## src/rtl/lcd_drv_pkg.sv

```systemverilog
package lcd_drv_pkg;

    localparam int VAL_W       = 11;
    localparam int MAX_VAL     = 1999;
    localparam int HALF_OFFSET = 1000;
    localparam int SEG_W       = 7;
    localparam int BP_DIV      = 800;

    typedef logic [SEG_W-1:0] seg7_t;

    typedef struct packed {
        logic  minus;
        logic  half;
        seg7_t hund;
        seg7_t tens;
        seg7_t ones;
    } disp_t;

    localparam int DISP_W = $bits(disp_t);

    // Lit-segment pattern for one decimal digit, bit 0 = segment a.
    function automatic seg7_t digit_to_seg(input logic [3:0] d);
        seg7_t s;
        case (d)
            4'd0:    s = 7'h3F;
            4'd1:    s = 7'h06;
            4'd2:    s = 7'h5B;
            4'd3:    s = 7'h4F;
            4'd4:    s = 7'h66;
            4'd5:    s = 7'h6D;
            4'd6:    s = 7'h7D;
            4'd7:    s = 7'h07;
            4'd8:    s = 7'h7F;
            4'd9:    s = 7'h6F;
            default: s = 7'h00;
        endcase
        return s;
    endfunction

    // Lit-segment map for a whole reading.
    function automatic disp_t build_disp(input logic [VAL_W-1:0] v,
                                         input logic             neg,
                                         input logic             ovr);
        disp_t r;
        int    n;
        r       = '0;
        r.minus = neg;
        n       = int'(v);
        if (ovr || n > MAX_VAL) begin
            r.half = 1'b1;
        end else begin
            if (n >= HALF_OFFSET) begin
                r.half = 1'b1;
                n      = n - HALF_OFFSET;
            end
            r.hund = digit_to_seg(4'(n / 100));
            r.tens = digit_to_seg(4'((n / 10) % 10));
            r.ones = digit_to_seg(4'(n % 10));
        end
        return r;
    endfunction

endpackage

```

## src/rtl/lcd_bp_gen.sv

```systemverilog
module lcd_bp_gen #(
    parameter int DIV = lcd_drv_pkg::BP_DIV
) (
    input  logic clk,
    input  logic rst,
    output logic bp,
    output logic toggle
);
    localparam int HALF = DIV / 2;
    localparam int CW   = (HALF > 1) ? $clog2(HALF) : 1;

    logic [CW-1:0] cnt;

    assign toggle = (cnt == CW'(HALF - 1));

    always_ff @(posedge clk) begin
        if (rst) begin
            cnt <= '0;
            bp  <= 1'b0;
        end else if (toggle) begin
            cnt <= '0;
            bp  <= ~bp;
        end else begin
            cnt <= cnt + 1'b1;
        end
    end

    // The backplane moves only after a full half period of counting.
    assert_bp_toggle_R2: assert property (@(posedge clk) disable iff (rst)
        !$stable(bp) |-> $past(cnt) == CW'(HALF - 1));

    assert_cnt_range_R2: assert property (@(posedge clk) disable iff (rst)
        cnt <= CW'(HALF - 1));

endmodule

```

## src/rtl/lcd_frame_latch.sv

```systemverilog
module lcd_frame_latch
    import lcd_drv_pkg::*;
#(
    parameter int VW = VAL_W
) (
    input  logic          clk,
    input  logic          rst,
    input  logic          load,
    input  logic [VW-1:0] value,
    input  logic          neg,
    input  logic          ovr,
    output disp_t         disp_q
);
    disp_t disp_d;

    always_comb begin
        disp_d = build_disp(VAL_W'(value), neg, ovr);
    end

    always_ff @(posedge clk) begin
        if (rst) begin
            disp_q <= '0;
        end else if (load) begin
            disp_q <= disp_d;
        end
    end

    // Between backplane edges the displayed content is frozen.
    assert_hold_R4: assert property (@(posedge clk) disable iff (rst)
        !load |=> $stable(disp_q));

    // Overrange blanks all full digits and lights the half digit.
    assert_blank_R7: assert property (@(posedge clk) disable iff (rst)
        (load && ovr) |=> (disp_q.half && disp_q.ones == '0 &&
                           disp_q.tens == '0 && disp_q.hund == '0));

    // The sign is carried regardless of overrange.
    assert_sign_R8: assert property (@(posedge clk) disable iff (rst)
        load |=> disp_q.minus == $past(neg));

endmodule

```

## src/rtl/lcd_ac_drive.sv

```systemverilog
module lcd_ac_drive #(
    parameter int W = lcd_drv_pkg::DISP_W
) (
    input  logic [W-1:0] lit,
    input  logic         bp,
    output logic [W-1:0] drive
);
    // Per-line phase selection: lit lines run opposite to the backplane.
    for (genvar i = 0; i < W; i++) begin : g_line
        assign drive[i] = lit[i] ^ bp;
    end
endmodule

```

## src/rtl/lcd_seg_drive.sv

```systemverilog
module lcd_seg_drive
    import lcd_drv_pkg::*;
#(
    parameter int DIV = BP_DIV,
    parameter int VW  = VAL_W
) (
    input  logic          clk,
    input  logic          rst,
    input  logic [VW-1:0] value,
    input  logic          neg,
    input  logic          ovr,
    output logic          bp,
    output logic [6:0]    seg_ones,
    output logic [6:0]    seg_tens,
    output logic [6:0]    seg_hund,
    output logic          seg_half,
    output logic          seg_minus
);
    logic              toggle;
    disp_t             disp_q;
    logic [DISP_W-1:0] drive_bits;
    disp_t             drv;

    lcd_bp_gen #(.DIV(DIV)) u_bp (
        .clk    (clk),
        .rst    (rst),
        .bp     (bp),
        .toggle (toggle)
    );

    lcd_frame_latch #(.VW(VW)) u_latch (
        .clk    (clk),
        .rst    (rst),
        .load   (toggle),
        .value  (value),
        .neg    (neg),
        .ovr    (ovr),
        .disp_q (disp_q)
    );

    lcd_ac_drive #(.W(DISP_W)) u_ac (
        .lit   (disp_q),
        .bp    (bp),
        .drive (drive_bits)
    );

    assign drv       = disp_t'(drive_bits);
    assign seg_ones  = drv.ones;
    assign seg_tens  = drv.tens;
    assign seg_hund  = drv.hund;
    assign seg_half  = drv.half;
    assign seg_minus = drv.minus;

    // Reset leaves the glass with zero drive on backplane and segments.
    assert_reset_R1: assert property (@(posedge clk)
        rst |=> (!bp && seg_ones == '0 && seg_tens == '0 &&
                 seg_hund == '0 && !seg_half && !seg_minus));

    // No segment line moves unless the backplane moves with it.
    assert_seg_edge_R4: assert property (@(posedge clk) disable iff (rst)
        !$stable({seg_ones, seg_tens, seg_hund, seg_half, seg_minus})
            |-> !$stable(bp));

endmodule

```

## config.mk

```make
export PLATFORM = sky130hd
export DESIGN_NAME = lcd_seg_drive
export DESIGN_NICKNAME = d
export VERILOG_FILES = /design/src/rtl/lcd_drv_pkg.sv /design/src/rtl/lcd_bp_gen.sv /design/src/rtl/lcd_frame_latch.sv /design/src/rtl/lcd_ac_drive.sv /design/src/rtl/lcd_seg_drive.sv
export SDC_FILE = /design/constraint.sdc
export NUM_CORES = 1
export LEC_CHECK = 0
export BUFFER_PORTS_ARGS = -buffer_cell sky130_fd_sc_hd__buf_2
export CAP_MARGIN = 25
export CORE_ASPECT_RATIO = 0.6
export CORE_UTILIZATION = 45
export DETAILED_ROUTE_END_ITERATION = 10
export PLACE_DENSITY = 0.71
export RECOVER_POWER = 25
export SYNTH_ARGS = -nofsm -noshare
export SYNTH_HDL_FRONTEND = slang
export SYNTH_SLANG_ARGS = --single-unit
export TNS_END_PERCENT = 50
```

## constraint.sdc

```tcl
create_clock -name clk -period 12.95 [get_ports clk]
set_clock_uncertainty 0.2 [all_clocks]
set_input_delay 1.295 -clock clk [delete_from_list [all_inputs] [get_ports clk]]
set_output_delay 1.295 -clock clk [all_outputs]
set_load 0.03 [all_outputs]
```

Yosys cells after proc, flatten, opt, wreduce, memory -nomap -nowiden --
Memory sizes are Yosys's and may differ from the RTL's. Index checks and enable logic that the tools add are counted.
Storage, ports and cells: ROM bits 336, memories kept 3, output and inout bits 24, logic and storage cells 50, input bits 15, flip-flop bits (word level) 33
Operators by class: eq/ne operators 1, add/subtract/negate cells 2, mux-type cells 5, bitwise logic cells 24, reductions and logical operators 2, div/mod/pow operators 4, order comparisons 2
Memories:
- (no name shown) | words 16, bits a word 7, rd ports 1, clocked after memory_dff 0, wr ports 0, RTL line lcd_drv_pkg.sv:24 | case (d)
- (no name shown) | words 16, bits a word 7, rd ports 1, clocked after memory_dff 0, wr ports 0, RTL line lcd_drv_pkg.sv:24
- (no name shown) | words 16, bits a word 7, rd ports 1, clocked after memory_dff 0, wr ports 0, RTL line lcd_drv_pkg.sv:24
Operators with widths (count):
- modulo 32 x 5 -> 32 bit (second input constant) | 2
- 2-to-1 mux 32 bit | 2
- divider 32 x 5 -> 32 bit (second input constant) | 1
- divider 32 x 8 -> 32 bit (second input constant) | 1
- XOR 1 bit | 23
- 2-to-1 mux 21 bit | 1
- subtractor 11 x 10 -> 12 bit (second input constant) | 1
- greater-or-equal comparator 11 x 10 -> 1 bit (second input constant) | 1
- greater-than comparator 11 bit (second input constant) | 1
- adder 9 x 1 -> 9 bit (second input constant) | 1
- equality test 9 bit (second input constant) | 1
- 2-to-1 mux 1 bit | 2
- OR reduction 2 bit | 1
- logical OR 1 bit | 1
- inverter 1 bit | 1

Logic depth before layout (Yosys ltp) --
Gate-level depths: netlist of the first run. An unclocked memory read counts as a cell.
depth after elaboration 7, mapped depth 38, gate-level depth less buffers 34

Modules after synthesis --
Synthesis of the first run repeated with hierarchy kept, for this count alone.
Unflattened totals: cell total of the unflattened synthesis 628, area total of the unflattened synthesis 4807.1 sq um
Modules (own cells, without submodules):
- lcd_frame_latch | instances 1, area each 4101.4 sq um, cells an instance 553
- lcd_bp_gen | instances 1, area each 452.9 sq um, cells an instance 49
- lcd_ac_drive | instances 1, area each 252.7 sq um, cells an instance 26

Worst setup path after synthesis of the first run --
Ideal clock, no wire load.
path kind input -> register, from in value[3], to reg u_latch.disp_q[11] (netlist name), data required time 12628 ps, setup slack 3194 ps, stages 36, arrival 9434 ps, library setup time 122 ps, buffers on the path 2, cells stage by stage buf_2 -> inv_1 -> ha_1 -> nor2b_4 -> mux2_4 -> a22o_4 -> maj3_2 -> a211oi_4 -> buf_4 -> nor2_1 -> a221oi_1 -> or2_1 -> nor2_1 -> a31o_1 -> or4_4 -> a21oi_1 -> ha_1 -> a22oi_1 -> ha_1 -> xor2_1 -> nand2_1 -> xor2_1 -> nand3_1 -> a2bb2oi_1 -> a21oi_1 -> o21a_1 -> a221o_2 -> or2_1 -> and2_1 -> ha_1 -> nor2_1 -> a31oi_2 -> inv_1 -> ha_1 -> mux2_1 -> a221o_1
Between the ends: longest elaborated chain between the ends 7
RTL lines:
- from (decl) | RTL line lcd_seg_drive.sv:9 | input logic [VW-1:0] value,
- subtractor 11 x 10 -> 12 bit / greater-or-equal comparator 11 x 10 -> 1 bit (equally long branches) | RTL line lcd_drv_pkg.sv:54, lcd_drv_pkg.sv:52
- 2-to-1 mux 32 bit | RTL line lcd_drv_pkg.sv:52 | if (n >= HALF_OFFSET) begin
- 2-to-1 mux 32 bit | RTL line lcd_drv_pkg.sv:49 | if (ovr || n > MAX_VAL) begin
- divider 32 x 5 -> 32 bit | RTL line lcd_drv_pkg.sv:57 | r.tens = digit_to_seg(4'((n / 10) % 10));
- modulo 32 x 5 -> 32 bit | RTL line lcd_drv_pkg.sv:57
- memory (16 x 7 bit)
- 2-to-1 mux 21 bit * | RTL line lcd_drv_pkg.sv:49
Every way passes the cells marked *; elsewhere a longest branch is shown, timed or not. The select of a mux whose other input is x is not followed. A chain may end at the register's enable or synchronous reset.

Worst setup path in the final report of the first run --
from in value[3], to reg u_latch.disp_q[11] (netlist name)
Between the ends: longest elaborated chain between the ends 7
RTL lines (RTL line):
- subtractor 11 x 10 -> 12 bit / greater-or-equal comparator 11 x 10 -> 1 bit (equally long branches) | lcd_drv_pkg.sv:54, lcd_drv_pkg.sv:52
- 2-to-1 mux 32 bit | lcd_drv_pkg.sv:52
- 2-to-1 mux 32 bit | lcd_drv_pkg.sv:49
- divider 32 x 5 -> 32 bit | lcd_drv_pkg.sv:57
- modulo 32 x 5 -> 32 bit | lcd_drv_pkg.sv:57
- memory (16 x 7 bit)
- 2-to-1 mux 21 bit * | lcd_drv_pkg.sv:49
Marks and branches as above.

==> results of run 1 <==
worst reg2reg max path, stage by stage (launching register included):
cell	delay, ns
dfxtp_1	0.34
nor4b_1	0.41
nand3_1	0.29
nor3_1	0.21
nand2_1	0.39
a21oi_1	0.44
o21ai_0	0.17
nand2_1	0.09
final cells by class:
| cell class | count | area share, % |
|---|---|---|
| Tap cell | 130 | 3.39 |
| Sequential cell | 33 | 13.8 |
| Timing Repair Buffer | 46 | 5.00 |
| Clock inverter | 3 | 0.964 |
| Clock buffer | 5 | 2.61 |
| Inverter | 15 | 1.17 |
| Multi-Input combinational cell | 507 | 73.1 |
routing by layer:
metal | share of wire [%] | GRT usage (%) | up-vias
met5 | 0 | 2.67 | -
met4 | 0.55 | 2.00 | 0
met3 | 10 | 8.25 | 10
met2 | 39 | 34.6 | 199
met1 | 50 | 37.2 | 2158
li1 | - | - | 2216
where the power goes:
part	internal, mW	switching, mW	total (mW)
combinational	0.160	0.280	0.440
sequential	0.102	0.000509	0.103
clock	0.0909	0.0454	0.136
total	0.353	0.326	0.679
per-stage QoR:
step | std cells | hold WS (ns) | instance area (µm²)
6_report | 739 | 0.245 | 4800
5_1_grt | 739 | 0.263 | 4800
4_1_cts | 739 | 0.251 | 4810
3_5_place_dp | 731 | 0.243 | 4640
3_3_place_gp | 731 | 0.233 | 4640
2_1_floorplan | 585 | 0.218 | 4350
flip-flops by register name, summed over array words and instances (netlist names):
register and count:
u_bp.bp 1, u_bp.cnt 9, u_latch.disp_q 23
cell usage after synthesis (3+ instances only):
master / instances / area share [%]
ha_1: 26 / 7.5
nor3_1: 23 / 2.6
o211ai_1: 5 / 0.86
mux2i_1: 10 / 2.3
a211oi_1: 6 / 1.0
a31oi_1: 10 / 1.4
o31a_1: 3 / 0.60
and2_1: 9 / 1.3
dfxtp_1: 33 / 15
nor2_1: 55 / 4.7
o21ai_1: 9 / 1.0
and3_1: 5 / 0.72
or2_1: 3 / 0.43
o21ai_0: 35 / 4.0
nor2b_1: 4 / 0.57
o2111ai_1: 3 / 0.60
a211o_1: 5 / 1.0
o31ai_1: 5 / 0.86
buf_1: 3 / 0.26
nor4_1: 5 / 0.72
a22oi_1: 4 / 0.69
buf_2: 12 / 1.4
o221ai_1: 3 / 0.60
a22o_1: 3 / 0.60
nand2b_1: 6 / 0.86
xor2_1: 32 / 6.4
xnor2_1: 24 / 4.8
inv_1: 14 / 1.2
a21oi_1: 41 / 4.7
nand2_1: 63 / 5.4
a21o_1: 4 / 0.69
clkbuf_1: 14 / 1.2
o21a_1: 4 / 0.69
nand3_1: 24 / 2.8
or4_1: 3 / 0.52
o22ai_1: 5 / 0.72
worst max-delay path by stage:
stage               startpoint                  to  slack [ns]  depth (start not counted)
floorplan             value[3]  u_latch.disp_q[11]        3.19                         36
global placement      value[3]  u_latch.disp_q[11]        2.15                         36
detailed placement    value[3]  u_latch.disp_q[11]        1.90                         36
CTS                   value[3]  u_latch.disp_q[11]        2.14                         36
global route          value[3]  u_latch.disp_q[11]        1.31                         36
finish                value[3]  u_latch.disp_q[11]        1.94                         36
placed cells by master (no fill, tap or decap), drive strengths merged, types with 6 or more instances in the layout:
cell and count:
nand2 63, nand2b 6, and2 9, inv 14, o22ai 6, a211oi 10
clkbuf 9, ha 26, xor2 33, o31ai 7, buf 42, mux2i 12
a31oi 11, o21ai 44, nor2 55, xnor2 25, dfxtp 33, nor3 25
nand3 24, a21oi 41
logic make-up after synthesis:
kind of cell,synth area share [%]
compound gates,32.8
mux,4.00
buf+inv,4.31
flops,15.2
xor+xnor,12.0
fa+ha+maj,7.96
simple gates,23.7
==> summary.md, run 1 <==
| Metric | Value |
|---|---|
| Worst reg2reg endpoint | u_latch.disp_q[0] |
| Postcts setup bufs | 0 |
| Register cell area after layout | 661 µm² |
| RSZ-0062 raised after global routing | no |
| Vias in the first global route | 4071 |
| Max-cap viol count | 1 |
| VDD IR max | 0.0805 mV |
| Run status | finished, violations left |
| Total congestion overflow | 0 |
| RePlAce Congestion | 0.980 |
| Total Power | 0.679 mW |
| Chip Height | 78.2 µm |
| IO Pins | 39 |
| Initial antenna violation count | 0 |
| PortBufs | 38 |
| Worst Tran Pin Value | 1.72 ns |
| # diodes | 0 |
| Post-cts sizing count | 0 |
| CTS tree | yes |
| Filler cell count | 906 |
| Startpoint types | primary input |
| First-pass GRT wire length | 20.1 mm |
| H-tree level count | 2 |
| Reg2reg start | u_bp.cnt[6] |
| Synth cell types | 93 |
| Number of synthesized flops with an enable pin | 0 |
| Register area share after synthesis | 15.2% |
| Dpl ws | 1.90 ns |
| Hpwl dp | 9.60 mm |
| Final WL | 12.5 mm |
| Initial core utilization | 46.9% |
| Final Max Tran Viols | 26 |
| Core area | 9290 µm² |
| Clock Latency Late Sink | 0.29 ns |
| Worst Setup Slack, final | 1.94 ns |
| Iteration-0 DRC Markers | 629 |
| CP max stage delay | 0.78 ns |
| Areal power density over the cells | 141 nW/µm² |
| Violated checks | max-capacitance violations, max-slew violations |
| Delay-heaviest family, CP | compound AO/OA/AOI/OAI gates |
| Vias per Instance | 6.20 |
| Setup TNS | 0 ns |
| Element type at the critical path end | register |
| Static leakage | 2.13 nW |
| CP arrival | 10.99 ns |
| Syn nets | 626 |
| CP Class | in2reg |
| Synth async-reset ratio | 0% |
| Cell Rows | 27 |
| Hold Vio Cnt, Final | 0 |
| Hold bufs inserted after CTS | 0 |
| Min cycle time layout | 11.01 ns |
| Util after Layout | 51.7% |
| Hold Path End | u_bp.cnt[0] |
| Die Width | 129 µm |
| First-pass detailed-route iteration total | 6 |
| DIE AREA | 10100 µm² |
| Highest clock rate | 90.8 MHz |
| CP most frequent cell | ha_1 |
| TritonCTS Buffers | 5 |
| Number of remaining DRC errors | 0 |
| Cell count after synthesis | 585 |
| CP max-delay cell | a21oi_1 |
| Setup slack, reg-to-reg | 10.32 ns |
| Slew headroom | -14.5% |
| Share of layout cells above drive strength 1 | 13.5% |
| Clock net sink count | 33 |
| Area Overhead vs Synth | 10.3% |
| Syn Std Cell Area | 4350 µm² |
| Layout Nets | 649 |
| HP Class | reg2reg |
| Hold Path Depth | 1 |
| Cells on worst reg2reg path | 7 |
| Period utilisation layout | 85.0% |
| Worst Path Max Fanout | 18 |
| Clock root cell | clkbuf_16 |
| Multi-input gate area | 3510 µm² |
| Via count | 4583 |
| Total track usage | 24.8% |
| CTS clk-pin slew, worst paths | 0.06 ns |
| Average size of a mapped cell | 7.44 µm² |
| Maximum root-to-sink buffer count | 2 |
| Hold_sp | u_bp.cnt[0] |
| Flops & latches, synth | 33 |
| Ys Warns | 0 |
| Main synth FF type | dfxtp_1 |
| Buf/Inv on CP | 4 |
| Wire per inst | 16.9 µm |
| Largest net degree at the start of global routing | 26 |
| Final setup viols | 0 |
| Routed Antenna Nets | 0 |
| Required time worst endpoint | 12.93 ns |
No activity file was read; power rests on OpenSTA's default activity.
==> run 2, diff against run 1 <==
PLACE_DENSITY = default   (was 0.71)
==> summary.md, run 2 (synthesis gave the netlist of run 1 again) <==
| Metric | Value |
|---|---|
| CP most frequent cell | ha_1 |
| CP Class | in2reg |
| Final setup viols | 0 (unchanged) |
| Area Overhead vs Synth | 9.83% |
| Highest clock rate | 96.4 MHz (+6.1%) |
| Non-filler cells in the finished layout | 740 (+0.14%) |
| Worst Tran Pin Value | 1.66 ns (-0.0598 ns) |
| Reg2reg start | u_bp.cnt[0] |
| PortBufs | 38 (unchanged) |
| Largest register by flop count | u_latch.disp_q |
| Cell Rows | 27 (unchanged) |
| Iteration-0 DRC Markers | 468 (-26%) |
| Chip Height | 78.2 µm (unchanged) |
| Hold_sp | u_bp.cnt[0] |
| CTS tree | yes |
| Most frequent cells in the layout | nand2_1, nor2_1, a21oi_1, o21ai_0, buf_2 |
| CP arrival | 10.34 ns (-0.65 ns) |
| Hold Path End | u_bp.cnt[0] |
| Clock net sink count | 33 (unchanged) |
| Largest net degree at the start of global routing | 26 (unchanged) |
| CTS clk-pin slew, worst paths | 0.05 ns (about the same) |
| Wire per inst | 16.7 µm (-1.3%) |
| Areal power density over the cells | 137 nW/µm² (-2.8%) |
| Total congestion overflow | 0 (unchanged) |
| Design Area, Final | 4780 µm² (-0.44%) |
| Regs by FF count | u_latch.disp_q (23), u_bp.cnt (9), u_bp.bp (1) |
| Worst reg2reg endpoint | u_latch.disp_q[14] |
| Routed Antenna Nets | 0 (unchanged) |
| Layout Nets | 650 (+0.15%) |
| HP Class | reg2reg |
| First-pass detailed-route iteration total | 8 (+2) |
| Min cycle time layout | 10.38 ns (-0.635 ns) |
| Placement Cell Area | 4640 µm² (unchanged) |
| Hold Vio Cnt, Final | 0 (unchanged) |
| Share of layout cells above drive strength 1 | 13.6% (+0.14 points) |
| Initial antenna violation count | 0 (unchanged) |
| Setup slack, reg-to-reg | 10.34 ns (+0.02 ns) |
| Die Width | 129 µm (unchanged) |
| Run status | finished, violations left |
| Startpoint types | primary input |
| Static leakage | 2.12 nW (-0.26%) |
| First-pass GRT wire length | 20.3 mm (+1.1%) |
| Slew headroom | -10.5% (+4.0 points) |
| CP max stage delay | 0.73 ns (-0.05 ns) |
| H-tree level count | 2 (unchanged) |
| # diodes | 0 (unchanged) |
| Multi-input gate area | 3510 µm² (unchanged) |
| Initial core utilization | 46.9% (unchanged) |
| Element type at the critical path end | register |
| Postcts setup bufs | 0 (unchanged) |
| Commonest non-fill, non-tap cell in the layout | nand2_1 |
| Total track usage | 25.2% (+0.35 points) |
| Register cell area after layout | 661 µm² (unchanged) |
| Largest register FFs | 23 (unchanged) |
| Cells on worst reg2reg path | 8 (+1) |
| CP max-delay cell | o2111a_1 |
| RSZ-0062 raised after global routing | no |
| Vias in the first global route | 4020 (-1.3%) |
| IO Pins | 39 (unchanged) |
| Final WL | 12.3 mm (-1.2%) |
| DIE AREA | 10100 µm² (unchanged) |
| Period utilisation layout | 80.1% (-4.9 points) |
| VDD IR max | 0.0597 mV (-26%) |
| Final Max Tran Viols | 26 (unchanged) |
| Worst Path Max Fanout | 18 (unchanged) |
| Max-cap viol count | 1 (unchanged) |
| TritonCTS Buffers | 5 (unchanged) |
| Number of remaining DRC errors | 0 (unchanged) |
| Clock Latency Late Sink | 0.28 ns (about the same) |
| Hpwl dp | 9.72 mm (+1.2%) |
| Post-cts sizing count | 0 (unchanged) |
| Core area | 9290 µm² (unchanged) |
| Maximum root-to-sink buffer count | 2 (unchanged) |
| Dpl cells | 731 (unchanged) |
| Vias per Instance | 6.21 (about the same) |
| Hold bufs inserted after CTS | 0 (unchanged) |
| Hold Path Depth | 1 (unchanged) |
| Filler cell count | 946 (+4.4%) |
| RePlAce Congestion | 0.887 (-9.4%) |
| Setup TNS | 0 ns (unchanged) |
| Violated checks | max-capacitance violations, max-slew violations |
| Clock root cell | clkbuf_16 |
| Via count | 4592 (+0.20%) |
| Required time worst endpoint | 12.91 ns (-0.02 ns) |
==> run 2: cell types whose count changed in the layout (fill, tap and decap cells not counted), sizes merged <==
| cell | previous run | this run |
|---|---|---|
| bufinv | 1 | 0 |
| buf | 42 | 43 |
| clkinv | 2 | 3 |
==> run 2: critical path: cells and delay by family <==
| family | cells | cell delay, ns |
|---|---|---|
| AND/OR/NAND/NOR | 9 | 1.99 |
| adder cells (fa/ha/maj) | 5 | 1.24 |
| XOR/XNOR | 3 | 0.85 |
| AO/OA/AOI/OAI | 14 | 3.77 |
| buffers and inverters | 5 | 0.89 |
| multiplexers | 1 | 0.29 |
==> run 2: layout make-up <==
type | count | share of cell area (%)
sequential | 33 | 13.8
multi-input combinational | 507 | 73.4
clock buffer | 5 | 2.62
tap | 130 | 3.40
inverter | 15 | 1.18
clock inverter | 3 | 0.366
timing repair buffer | 47 | 5.18
==> run 2: layer usage <==
layer  track usage (%)  wire length, µm
met2              34.0             4720
met3              6.27             1250
met4              2.24               40
met1              40.0             6320
met5                 0                0
==> run 2: worst max-delay path by stage <==
| stage | startpoint | endpoint | slack (ns) | cells past startpoint |
|---|---|---|---|---|
| finish | value[3] | u_latch.disp_q[11] | 2.57 | 37 |
| global route | value[3] | u_latch.disp_q[11] | 1.81 | 37 |
| CTS | value[3] | u_latch.disp_q[11] | 2.05 | 36 |
| detailed placement | value[3] | u_latch.disp_q[11] | 1.79 | 36 |
| global placement | value[3] | u_latch.disp_q[11] | 2.14 | 36 |
| floorplan | value[3] | u_latch.disp_q[11] | 3.19 | 36 |
==> run 2: report_power, final <==
group          switching [mW]  internal (mW)  total [mW]
sequential           0.000492          0.102       0.103
combinational           0.279          0.161       0.441
clock                  0.0435         0.0703       0.114
total                   0.323          0.334       0.657
==> run 2: through the flow <==
| step | util, % | setup slack, ns | hold WS [ns] | power, mW |
|---|---|---|---|---|
| 6_report | 51.5 | 2.57 | 0.247 | 0.657 |
| 5_1_grt | 51.5 | 1.81 | 0.270 | 0.712 |
| 4_1_cts | 51.5 | 2.05 | 0.252 | 0.651 |
| 3_5_place_dp | 50.0 | 1.79 | 0.246 | 0.533 |
| 3_3_place_gp | 50.0 | 2.14 | 0.241 | 0.528 |
| 2_1_floorplan | - | 3.19 | 0.218 | 0.448 |
==> run 3, diff against run 2 <==
PLACE_DENSITY = 0.66   (was default)
clock period = 8.83 ns   (was 12.95 ns; I/O delays follow)
==> summary.md, run 3 (synthesis gave the netlist of run 1 again) <==
| Metric | Value |
|---|---|
| Areal power density over the cells | 206 nW/µm² (+50%) |
| Worst Setup Slack, final | 0.299 ns (-2.27 ns) |
| PortBufs | 38 (unchanged) |
| Max-cap viol count | 1 (unchanged) |
| Fin Hold WS | 0.246 ns (-0.000646 ns) |
| CTS tree | yes |
| Period utilisation layout | 96.6% |
| Element type at the critical path end | register |
| Commonest non-fill, non-tap cell in the layout | nand2_1 |
| Static leakage | 2.30 nW (+8.6%) |
| Total congestion overflow | 0 (unchanged) |
| Highest clock rate | 117 MHz |
| Min cycle time layout | 8.53 ns |
| Layout Nets | 684 (+5.2%) |
| CTS clk-pin slew, worst paths | 0.06 ns (about the same) |
| Area Overhead vs Synth | 17.5% |
| H-tree level count | 2 (unchanged) |
| RePlAce Congestion | 0.953 (+7.4%) |
| Total track usage | 25.6% (+0.39 points) |
| IO Pins | 39 (unchanged) |
| Clock Latency Late Sink | 0.29 ns (about the same) |
| Hpwl dp | 10.1 mm (+4.3%) |
| Violated checks | max-capacitance violations, max-slew violations |
| Wire per inst | 16.9 µm (+1.4%) |
| Required time worst endpoint | 8.81 ns (-4.10 ns) |
| Initial antenna violation count | 0 (unchanged) |
| CP max-delay cell | or4_4 |
| DIE AREA | 10100 µm² (unchanged) |
| Vias in the first global route | 4092 (+1.8%) |
| Number of remaining DRC errors | 0 (unchanged) |
| Initial core utilization | 46.9% (unchanged) |
| Worst Path Max Fanout | 7 (-11) |
| CP most frequent cell | ha_1 |
| Dpl ws | -0.0199 ns (-1.81 ns) |
| CP Class | in2reg |
| Dpl cells | 761 (+4.1%) |
| First-pass detailed-route iteration total | 5 (-3) |
| Startpoint types | primary input |
| Final Max Tran Viols | 26 (unchanged) |
| Largest net degree at the start of global routing | 26 (unchanged) |
| Final WL | 13.1 mm (+6.0%) |
| Chip Height | 78.2 µm (unchanged) |
| Clock net sink count | 33 (unchanged) |
| Most frequent cells in the layout | nand2_1, nor2_1, buf_4, a21oi_1, buf_2 |
| First-pass GRT wire length | 20.4 mm (+0.24%) |
| Final setup viols | 0 (unchanged) |
| Reg2reg start | u_bp.cnt[0] |
| Largest register by flop count | u_latch.disp_q |
| CP max stage delay | 0.55 ns (-0.18 ns) |
| Regs by FF count | u_latch.disp_q (23), u_bp.cnt (9), u_bp.bp (1) |
| Run status | finished, violations left |
| HP Class | reg2reg |
| Largest register FFs | 23 (unchanged) |
| Critical path startpoint | value[4] |
| CP arrival | 8.51 ns (-1.83 ns) |
| # diodes | 0 (unchanged) |
| Iteration-0 DRC Markers | 578 (+24%) |
| Hold_sp | u_latch.disp_q[1] |
| TritonCTS Buffers | 5 (unchanged) |
| Die Width | 129 µm (unchanged) |
| Share of layout cells above drive strength 1 | 19.7% (+6.1 points) |
| Maximum root-to-sink buffer count | 2 (unchanged) |
| Hold Vio Cnt, Final | 0 (unchanged) |
| Cell Rows | 27 (unchanged) |
| Via count | 4762 (+3.7%) |
| Core area | 9290 µm² (unchanged) |
| Filler cell count | 865 (-8.6%) |
| Clock root cell | clkbuf_16 |
| VDD IR max | 0.0980 mV (+64%) |
| Non-filler cells in the finished layout | 774 (+4.6%) |
| Worst Tran Pin Value | 1.73 ns (+0.0761 ns) |
| Hold bufs inserted after CTS | 0 (unchanged) |
| Routed Antenna Nets | 0 (unchanged) |
| Slew headroom | -15.6% (-5.1 points) |
| Vias per Instance | 6.15 (-0.85%) |
[run 3: timing repair]
action,4_1_cts,5_1_grt
setup buffers,0,5
endpoints found under the hold margin,0,0
resized for setup,0,8
endpoints found under the setup margin,0,7
[run 3: cell type report]
cell class	instances	area (µm²)	share of cell area (%)
inverters	15	56.3	1.10
well taps	130	163	3.18
clock buffers	5	125	2.45
multi-input cells	507	3590	70.2
flip-flops and latches	33	661	12.9
repair buffers	81	504	9.86
clock inverters	3	17.5	0.342
[run 3: power breakdown]
group | switching [mW] | internal, mW | leakage (nW)
logic | 0.434 | 0.298 | 1.97
clock network | 0.0677 | 0.103 | 0.0696
registers | 0.000907 | 0.150 | 0.266
[run 3: through the flow]
| step | util (%) | area (µm²) | power, mW | setup TNS, ns |
|---|---|---|---|---|
| final | 55.1 | 5120 | 1.05 | 0 |
| after floorplan | - | 4390 | 0.669 | 0 |
| after detailed placement | 52.8 | 4900 | 0.837 | -0.0199 |
| after global placement | 52.8 | 4900 | 0.829 | 0 |
| after CTS | 54.3 | 5040 | 1.01 | 0 |
| after global routing | 55.1 | 5120 | 1.13 | -0.0424 |
[run 3: routing by layer]
| metal | up-vias | track usage, % | share of wire (%) | wire (µm) |
|---|---|---|---|---|
| met2 | 255 | 34.8 | 39 | 5060 |
| met4 | 0 | 4.59 | 1.0 | 137 |
| met5 | - | 0 | 0 | 0 |
| met1 | 2199 | 38.5 | 50 | 6490 |
| li1 | 2279 | - | - | - |
| met3 | 29 | 8.11 | 11 | 1390 |
[run 3: path summary, 6_finish.rpt]
kind | endpoint | slack, ns | cells after the start
setup / recovery | u_latch.disp_q[11] | 0.30 | 35
hold / removal | u_latch.disp_q[1] | 0.25 | 2
setup reg to reg | u_latch.disp_q[15] | 6.19 | 8
hold reg to reg | u_latch.disp_q[1] | 0.25 | 2
[run 3: worst max-delay path, delay by kind of cell]
family	cells	cell delay, ns
AO/OA/AOI/OAI	12	2.80
XOR/XNOR	2	0.37
buffers and inverters	3	0.33
AND/OR/NAND/NOR	12	2.61
multiplexers	1	0.29
adder cells (fa/ha/maj)	5	1.21
